==> src/rtl/rdiv_pkg.sv <==
package rdiv_pkg;
  typedef enum logic [1:0] {
    SEL_SKIP2 = 2'd0,
    SEL_SKIP1 = 2'd1,
    SEL_MUL2  = 2'd2,
    SEL_MUL3  = 2'd3
  } step_sel_e;
endpackage

==> src/rtl/rdiv_align.sv <==
// Load-time alignment of operands into the fixed-point frame and range scaling.
module rdiv_align #(
  parameter int DVW   = 16,
  parameter int DW    = 8,
  parameter int FRAC  = 16,
  parameter int RW    = 24,
  parameter int NW    = 6,
  parameter int NBASE = 14
) (
  input  logic [DVW-1:0]       dividend,
  input  logic [DW-1:0]        divisor,
  output logic signed [RW-1:0] rem0,
  output logic signed [RW-1:0] dm2,
  output logic signed [RW-1:0] dm3,
  output logic                 dbit,
  output logic [NW-1:0]        norm0
);
  localparam int DSH = FRAC - DW;

  logic signed [RW-1:0] dnorm;
  logic signed [RW-1:0] r1;
  logic                 over;

  assign dnorm = {{(RW-DW-DSH){1'b0}}, divisor, {DSH{1'b0}}};
  assign r1    = {{(RW-DVW-1){dividend[DVW-1]}}, dividend, 1'b0};

  // magnitude test, strict on the positive side, inclusive on the negative side
  always_comb begin
    if (r1[RW-1]) over = ((-r1) >= dnorm);
    else          over = (r1 > dnorm);
  end

  assign rem0  = over ? (r1 >>> 1) : r1;
  assign dm2   = dnorm <<< 1;
  assign dm3   = dnorm + (dnorm <<< 1);
  assign dbit  = divisor[DW-2];
  assign norm0 = NW'(NBASE) + NW'(over);
endmodule

==> src/rtl/rdiv_pick.sv <==
// Case selection from the four-bit remainder window and divisor bit.
module rdiv_pick
  import rdiv_pkg::*;
(
  input  logic [3:0] win,
  input  logic       dbit,
  output step_sel_e  sel
);
  always_comb begin
    if (win == 4'b0000 || win == 4'b1111)      sel = SEL_SKIP2;
    else if (win == 4'b0001 || win == 4'b1110) sel = SEL_SKIP1;
    else if (win < 4'd3 || win > 4'd12)        sel = SEL_MUL2;
    else if ((win == 4'd3 || win == 4'd12) && dbit) sel = SEL_MUL2;
    else                                       sel = SEL_MUL3;
  end
endmodule

==> src/rtl/rdiv_step.sv <==
// One iteration: shift, optional add/subtract of a divisor multiple, budget update.
module rdiv_step
  import rdiv_pkg::*;
#(
  parameter int RW   = 24,
  parameter int QW   = 32,
  parameter int LW   = 5,
  parameter int FRAC = 16
) (
  input  logic signed [RW-1:0] rem,
  input  logic signed [QW-1:0] q,
  input  logic signed [LW-1:0] left,
  input  step_sel_e            sel,
  input  logic signed [RW-1:0] dm2,
  input  logic signed [RW-1:0] dm3,
  output logic signed [RW-1:0] rem_n,
  output logic signed [QW-1:0] q_n,
  output logic signed [LW-1:0] left_n
);
  logic                 neg;
  logic signed [RW-1:0] mult;
  logic signed [QW-1:0] digit;
  logic signed [RW-1:0] rem_s2;
  logic signed [QW-1:0] q_s2;

  assign neg    = rem[FRAC];
  assign mult   = (sel == SEL_MUL3) ? dm3 : dm2;
  assign digit  = (sel == SEL_MUL3) ? QW'(3) : QW'(2);
  assign rem_s2 = rem <<< 2;
  assign q_s2   = q <<< 2;

  always_comb begin
    rem_n  = rem_s2;
    q_n    = q_s2;
    left_n = left - LW'(2);
    case (sel)
      SEL_SKIP1: begin
        rem_n  = rem <<< 1;
        q_n    = q <<< 1;
        left_n = left - LW'(1);
      end
      SEL_MUL2, SEL_MUL3: begin
        if (neg) begin
          rem_n = rem_s2 + mult;
          q_n   = q_s2 - digit;
        end else begin
          rem_n = rem_s2 - mult;
          q_n   = q_s2 + digit;
        end
      end
      default: ;
    endcase
  end
endmodule

==> src/rtl/rdiv_top.sv <==
module rdiv_top
  import rdiv_pkg::*;
#(
  parameter int DVW  = 16,
  parameter int DW   = 8,
  parameter int FRAC = 16,
  parameter int ITER = 9,
  parameter int RW   = 24
) (
  input  logic             clk,
  input  logic             rst_n,
  input  logic             start,
  input  logic [DVW-1:0]   dividend,
  input  logic [DW-1:0]    divisor,
  output logic             busy,
  output logic             done,
  output logic [2*FRAC-1:0] quotient
);
  localparam int QW    = 2 * FRAC;
  localparam int NBASE = QW - DW - 1 - ITER;
  localparam int NW    = $clog2(NBASE + 2) + 1;
  localparam int LW    = $clog2(ITER + 3) + 1;
  localparam int SW    = ((NW > LW) ? NW : LW) + 2;

  logic                 run_q, run_d;
  logic                 done_q, done_d;
  logic signed [RW-1:0] rem_q, rem_d;
  logic signed [QW-1:0] q_q, q_d;
  logic signed [RW-1:0] d2_q, d2_d, d3_q, d3_d;
  logic                 dbit_q, dbit_d;
  logic [NW-1:0]        norm_q, norm_d;
  logic signed [LW-1:0] left_q, left_d;
  logic [QW-1:0]        quo_q, quo_d;

  logic signed [RW-1:0] rem0, dm2, dm3;
  logic                 dbit0;
  logic [NW-1:0]        norm0;
  step_sel_e            sel;
  logic signed [RW-1:0] rem_n;
  logic signed [QW-1:0] q_n;
  logic signed [LW-1:0] left_n;
  logic signed [SW-1:0] sh_raw;
  logic [SW-1:0]        shamt;

  rdiv_align #(.DVW(DVW), .DW(DW), .FRAC(FRAC), .RW(RW), .NW(NW), .NBASE(NBASE)) u_align (
    .dividend(dividend), .divisor(divisor),
    .rem0(rem0), .dm2(dm2), .dm3(dm3), .dbit(dbit0), .norm0(norm0)
  );

  rdiv_pick u_pick (
    .win(rem_q[FRAC -: 4]), .dbit(dbit_q), .sel(sel)
  );

  rdiv_step #(.RW(RW), .QW(QW), .LW(LW), .FRAC(FRAC)) u_step (
    .rem(rem_q), .q(q_q), .left(left_q), .sel(sel), .dm2(d2_q), .dm3(d3_q),
    .rem_n(rem_n), .q_n(q_n), .left_n(left_n)
  );

  // final shift = normalisation count plus leftover budget, floored at zero
  assign sh_raw = $signed({{(SW-NW){1'b0}}, norm_q}) + $signed({{(SW-LW){left_n[LW-1]}}, left_n});
  assign shamt  = sh_raw[SW-1] ? '0 : sh_raw;

  always_comb begin
    run_d  = run_q;
    done_d = 1'b0;
    rem_d  = rem_q;
    q_d    = q_q;
    d2_d   = d2_q;
    d3_d   = d3_q;
    dbit_d = dbit_q;
    norm_d = norm_q;
    left_d = left_q;
    quo_d  = quo_q;
    if (!run_q) begin
      if (start) begin
        run_d  = 1'b1;
        rem_d  = rem0;
        q_d    = '0;
        d2_d   = dm2;
        d3_d   = dm3;
        dbit_d = dbit0;
        norm_d = norm0;
        left_d = LW'(ITER);
      end
    end else begin
      rem_d  = rem_n;
      q_d    = q_n;
      left_d = left_n;
      if (left_n <= 0) begin
        run_d  = 1'b0;
        done_d = 1'b1;
        quo_d  = q_n <<< shamt;
      end
    end
  end

  always_ff @(posedge clk or negedge rst_n) begin
    if (!rst_n) begin
      run_q  <= 1'b0;
      done_q <= 1'b0;
      rem_q  <= '0;
      q_q    <= '0;
      d2_q   <= '0;
      d3_q   <= '0;
      dbit_q <= 1'b0;
      norm_q <= '0;
      left_q <= '0;
      quo_q  <= '0;
    end else begin
      run_q  <= run_d;
      done_q <= done_d;
      rem_q  <= rem_d;
      q_q    <= q_d;
      d2_q   <= d2_d;
      d3_q   <= d3_d;
      dbit_q <= dbit_d;
      norm_q <= norm_d;
      left_q <= left_d;
      quo_q  <= quo_d;
    end
  end

  assign busy     = run_q;
  assign done     = done_q;
  assign quotient = quo_q;

  AST_DONE_ONE_CYCLE: assert property (@(posedge clk) disable iff (!rst_n) done |=> !done);
  AST_NOT_BUSY_AT_DONE: assert property (@(posedge clk) disable iff (!rst_n) done |-> !busy);
  AST_OPERANDS_HELD: assert property (@(posedge clk) disable iff (!rst_n)
    busy |=> ($stable(d2_q) && $stable(d3_q) && $stable(norm_q)));
  AST_BUDGET_COUNTDOWN: assert property (@(posedge clk) disable iff (!rst_n)
    busy |=> (left_q + LW'(1) == $past(left_q) || left_q + LW'(2) == $past(left_q)));
  AST_SKIP2_ZERO_DIGITS: assert property (@(posedge clk) disable iff (!rst_n)
    (busy && sel == SEL_SKIP2) |=> (q_q[1:0] == 2'b00));
  AST_SKIP1_ZERO_DIGIT: assert property (@(posedge clk) disable iff (!rst_n)
    (busy && sel == SEL_SKIP1) |=> (q_q[0] == 1'b0));
  AST_MUL3_POS_DIGIT: assert property (@(posedge clk) disable iff (!rst_n)
    (busy && sel == SEL_MUL3 && !rem_q[FRAC]) |=> (q_q[1:0] == 2'b11));
  AST_MUL3_NEG_DIGIT: assert property (@(posedge clk) disable iff (!rst_n)
    (busy && sel == SEL_MUL3 && rem_q[FRAC]) |=> (q_q[1:0] == 2'b01));
endmodule

==> config.mk <==
export PLATFORM = sky130hd
export DESIGN_NAME = rdiv_top
export DESIGN_NICKNAME = d
export VERILOG_FILES = /design/src/rtl/rdiv_pkg.sv /design/src/rtl/rdiv_align.sv /design/src/rtl/rdiv_pick.sv /design/src/rtl/rdiv_step.sv /design/src/rtl/rdiv_top.sv
export SDC_FILE = /design/constraint.sdc
export NUM_CORES = 1
export LEC_CHECK = 0
export ABC_AREA = 1
export BUFFER_PORTS_ARGS = -buffer_cell sky130_fd_sc_hd__buf_2
export CAP_MARGIN = 20
export CORE_UTILIZATION = 38
export CTS_CLUSTER_SIZE = 25
export DETAILED_ROUTE_END_ITERATION = 6
export PLACE_DENSITY = 0.52
export SYNTH_ARGS = -nofsm -noshare
export SYNTH_HDL_FRONTEND = slang
export SYNTH_HIERARCHICAL = 1
export SYNTH_SLANG_ARGS = --single-unit
export TNS_END_PERCENT = 1
==> constraint.sdc <==
create_clock -name clk -period 4.2 [get_ports clk]
set_input_delay 0.84 -clock clk [delete_from_list [all_inputs] [get_ports clk]]
set_output_delay 0.84 -clock clk [all_outputs]
set_load 0.005 [all_outputs]
Word level (Yosys, flattened, before mapping)
Index checks and enable logic that the tools add are counted.
W data, S select, Z words.
Storage, ports and cells
  register bits: 118
  word-level logic and storage cells: 70
Operators by class
  add/subtract/negate cells: 10
  magnitude comparators: 5
  equal/unequal tests: 8
  shifts and indexed selects: 1
  mux-type cells: 25
  bitwise logic cells: 1
  reductions and logical operators: 10
Operators with widths (number)
  $mux W17: 4
  $pmux W32 S2: 1
  $mux W31: 2
  $pmux W17 S2: 1
  $add A32 B3 Y32: 1
  $mux W32: 1
  $sshl A32 B6 Y32: 1
  $sub A32 B3 Y32: 1
  $ge A24 B17 Y1: 1
  $neg A17 Y24: 1
  $add A16 B17 Y17: 1
  $add A17 B17 Y17: 1
  $gt A17 B17 Y1: 1
  $sub A17 B17 Y17: 1
  $mux W16: 1
  $mux W5: 3
  $eq A4 B4 Y1 const B: 3
  $mux W1: 8
  $add A6 B5 Y7: 1
  $mux W2: 3
  $mux W6: 1
  $add A4 B1 Y5 const A: 1
  $le A5 B1 Y1 const B: 1
  $sub A5 B2 Y5 const B: 1
  14 further kinds: 19

Logic depth before layout (Yosys ltp)
  word-level depth: 13
  mapped depth: 30

By module
Netlist, hierarchy kept.
Modules (own cells, without submodules)
  rdiv_top: times used 1, cells each 1030, area an instance 7795.0 um2, sequential area each 3728.6 um2
  rdiv_step: times used 1, cells each 1042, area an instance 5305.1 um2, sequential area each 0.0 um2
  rdiv_align: times used 1, cells each 282, area an instance 1727.9 um2, sequential area each 0.0 um2
  rdiv_pick: times used 1, cells each 31, area an instance 118.9 um2, sequential area each 0.0 um2

Worst setup path before layout
No wires, ideal clock.
  path kind: reg-to-reg
  start: register rem_q[15]
  end: register quo_q[28] (netlist: quotient[28])
  library setup time: 117 ps
  arrival: 3613 ps
  required time: 4083 ps
  setup slack: 469 ps
  stages on the path, launching flop included: 28
  path buffers: 4
  period minus slack after synthesis: 3731 ps
  cells stage by stage: dfrtp_1 > nand2_1 > inv_1 > nand2_1 > nand2_1 > nor2_1 > buf_2 > inv_2 > nand2_2 > buf_2 > xor2_1 > ha_1 > inv_1 > fa_1 > inv_1 > nand4_1 > nand3_2 > nand2_2 > nand2_2 > buf_6 > buf_12 > nand3_2 > nand3_1 > nand3_1 > nand3_1 > nand3_1 > nand3_1 > nand2_1
RTL lines
  from (decl): RTL line rdiv_top.sv:27  | logic signed [RW-1:0] rem_q, rem_d;
  from (signal assigned): RTL line rdiv_top.sv:112  | rem_q <= rem_d;
  $eq A4 B1 Y1 / $eq A4 B4 Y1 (equally long branches): RTL line rdiv_pick.sv:11  | else if (win == 4'b0001 || win == 4'b1110) sel = SEL_SKIP1;
  $logic_or A1 B1 Y1: RTL line rdiv_pick.sv:11
  $mux W2: RTL line rdiv_pick.sv:11
  $mux W2 *: RTL line rdiv_pick.sv:10  | if (win == 4'b0000 || win == 4'b1111) sel = SEL_SKIP2;
  net sel[1]: RTL line rdiv_top.sv:38  | step_sel_e sel;
  $eq A2 B1 Y1 *: RTL line rdiv_step.sv:36  | case (sel)
  $mux W5 *: RTL line rdiv_step.sv:36
  net left_n[0]: RTL line rdiv_top.sv:41  | logic signed [LW-1:0] left_n;
  $add A6 B5 Y7: RTL line rdiv_top.sv:60  | assign sh_raw = $signed({{(SW-NW){1'b0}}, norm_q}) + $signed({{(SW-LW){left_n[LW-1]}}, left_n});
  $mux W6: RTL line rdiv_top.sv:61  | assign shamt = sh_raw[SW-1] ? '0 : sh_raw;
  $sshl A32 B6 Y32: RTL line rdiv_top.sv:92  | quo_d = q_n <<< shamt;
  to (signal assigned): RTL line rdiv_top.sv:119  | quo_q <= quo_d;
  to (decl): RTL line rdiv_top.sv:33  | logic [QW-1:0] quo_q, quo_d;
The timed path passes the listed nets; every way through them passes the cells marked *.
A chain may end at the register's enable or synchronous reset.

Final worst setup path
  start: register rem_q[13]
  end: register quo_q[18] (netlist: quotient[18])
RTL lines
  $eq A4 B2 Y1 / $eq A4 B4 Y1 (equally long branches): RTL line rdiv_pick.sv:13  | else if ((win == 4'd3 || win == 4'd12) && dbit) sel = SEL_MUL2;
  $logic_or A1 B1 Y1: RTL line rdiv_pick.sv:13
  $logic_and A1 B1 Y1: RTL line rdiv_pick.sv:13
  $mux W1: RTL line rdiv_pick.sv:13
  $mux W2: RTL line rdiv_pick.sv:12  | else if (win < 4'd3 || win > 4'd12) sel = SEL_MUL2;
  $mux W2: RTL line rdiv_pick.sv:11
  $mux W2 *: RTL line rdiv_pick.sv:10
  net sel[0]: RTL line rdiv_top.sv:38
  $eq A2 B1 Y1 *: RTL line rdiv_step.sv:36
  $mux W5 *: RTL line rdiv_step.sv:36
  net left_n[2]: RTL line rdiv_top.sv:41
  $add A6 B5 Y7: RTL line rdiv_top.sv:60
  $mux W6: RTL line rdiv_top.sv:61
  $sshl A32 B6 Y32: RTL line rdiv_top.sv:92
Marked as above.

==> summary.txt <==
Syn Std Cell Area: 12600 sq um
Global Route Usage Sum: 23.4%
DP Worst Slack: 0.265 ns
Critical path class: reg2reg
Cell family with most CP delay: simple AND/OR/NAND/NOR gates
Relative slew slack: 30.1%
Pre-Repair DR Iteration Count: 6
DRT iter0 DRCs: 1077
Die width: 184 um
Most frequent cells in the layout: 674 x nand2_1, 269 x nand3_1, 225 x inv_1, 126 x dfrtp_1, 104 x nor2_1
Residual DRC: 0
Synth-to-Final Area Change: 8.37%
Vias in the first global route: 11400
Filler Cell Count: 3567
Worst path required time: 4.57 ns
Register area: 3180 sq um
CTS tree: built
Minimum period implied by the final worst setup slack: 3.90 ns
Unrepaired setup endpoints after global routing: yes
First-pass GRT wire length: 62.4 mm
CP startpoint kind: flop
Mapped Cells: 1987
Upper clock frequency limit: 0.257 GHz
Clk buf depth: 2
Final TNS setup: 0 ns
Total CTS buffers: 17
Post-Layout Cell Count: 2439
Placed cell count: 2407
Fin nets: 2081
Post-route design area: 13600 sq um
Worst skew pair latency: 0.43 ns
Most common cell after layout, fill and taps aside: nand2_1
I/O pin count: 61
Worst-path fanout max: 11
Die area: 33800 sq um
Status: completed
ANT nets after route: 0
Area of the multi-input gates: 7820 sq um
Antenna diode count: 0
Core box area: 32500 sq um
Worst-path clk slew: 0.07 ns
Via Count: 12500
Worst-margin pin slew: 1.05 ns
Final HPWL DP: 28.8 mm
Worst path max stage delay: 0.48 ns
Fin crit share: 92.8%
Cells along the critical path: nor2_1, nand2_1, nand2_1, nand2_1, nand2_1, nand2_2, inv_2, buf_4, o21ai_0, o21ai_0, ha_1, nand2_1, nand2_2, nand3_2, nand3_2, nand2_4, nor2_2, o21ai_0, nand4_1, a21oi_1, o21ai_1, nand2_1
H-Tree Depth: 4
Final Hold Violating Endpoints: 0
Hold crit path type: in2async
Post-Syn Area per Cell: 6.33 sq um
Initial Util: 38.6%
Share of cells above drive strength 1: 11.3%
Remaining Overflow, GRT: 0
Crit path DAT: 4.27 ns
Largest net degree at the start of global routing: 85
Port bufs: 60
Final worst setup slack: 0.303 ns
Area after detailed placement: 13000 sq um
Final setup fails: 0
Die Height: 184 um
Final GP Congestion: 0.883
Slowest stage cell, crit path: dfrtp_2
Drt wl/cell: 15.7 um
Initial antenna violation count: 0
Final Routed Wirelength: 38.4 mm
Slew Viols, Final: 0
Clk sinks: 127
Vias/cell: 5.11
Most used cell along the critical path: nand2_1
Max-cap violations: 0
Crit path buf inv count: 2
Worst Skew: 0.0148 ns
Synth Warn #: 6
Crit end category: flop
Root Buffer: clkbuf_16
Row Count: 66
## worst paths after layout
| check | slack [ns] | from | endpoint | depth (start not counted) |
|---|---|---|---|---|
| worst max-delay path | 0.30 | rem_q[13] | quotient[18] | 22 |
| max in group asynchronous | 3.01 | rst_n | quotient[19] | 2 |
| min in group clk | 0.48 | d3_q[9] | d3_q[9] | 2 |
| worst min register to register | 0.48 | d3_q[9] | d3_q[9] | 2 |
| worst min-delay path | 0.44 | rst_n | q_q[22] | 1 |
| worst max register to register | 0.30 | rem_q[13] | quotient[18] | 22 |
## state kept, by name, indices dropped and copies added, names as in the netlist
register / flops
busy: 1
d2_q: 17
d3_q: 17
dbit_q: 1
done: 1
left_q: 5
norm_q: 5
q_q: 31
quotient: 32
rem_q: 17
## through the flow
step / util (%) / hold WS, ns
after detailed placement: 39.9 / 0.461
after CTS: 41.7 / 0.482
after floorplan: - / 0.449
after global routing: 41.9 / 0.496
after global placement: 39.9 / 0.462
final: 41.9 / 0.442
## per-layer routing
layer / global-route usage [%] / vias to the layer above / share of wire (%)
li1: - / 6324 / -
met3: 3.25 / 30 / 5.1
met2: 33.5 / 350 / 41
met1: 36.3 / 5763 / 53
met4: 5.33 / 0 / 1.0
met5: 0 / - / 0
## layout make-up
| type | count | area share (%) |
|---|---|---|
| Clock inverter | 12 | 1.16 |
| Clock buffer | 19 | 3.25 |
| Tap cell | 442 | 4.06 |
| Timing Repair Buffer | 86 | 3.88 |
| Sequential cell | 127 | 23.3 |
| Multi-Input combinational cell | 1503 | 57.4 |
| Inverter | 250 | 6.92 |
## timing repair
item                       CTS  global route
setup endpoints to repair    0            30
setup buffers                0             0
hold buffers                 0             0
gates resized for setup      0             9
## worst register-to-register path: cells and delay by family, from the launching register on
| family | cells | cell delay [ns] |
|---|---|---|
| AO/OA/AOI/OAI | 5 | 1.03 |
| adder cells (fa/ha/maj) | 1 | 0.37 |
| buffers and inverters | 2 | 0.38 |
| flip-flops | 1 | 0.48 |
| AND/OR/NAND/NOR | 14 | 1.57 |
Power is not shown: default switching activity piles up to over one toggle a cycle in this logic, so the estimate is an artifact.
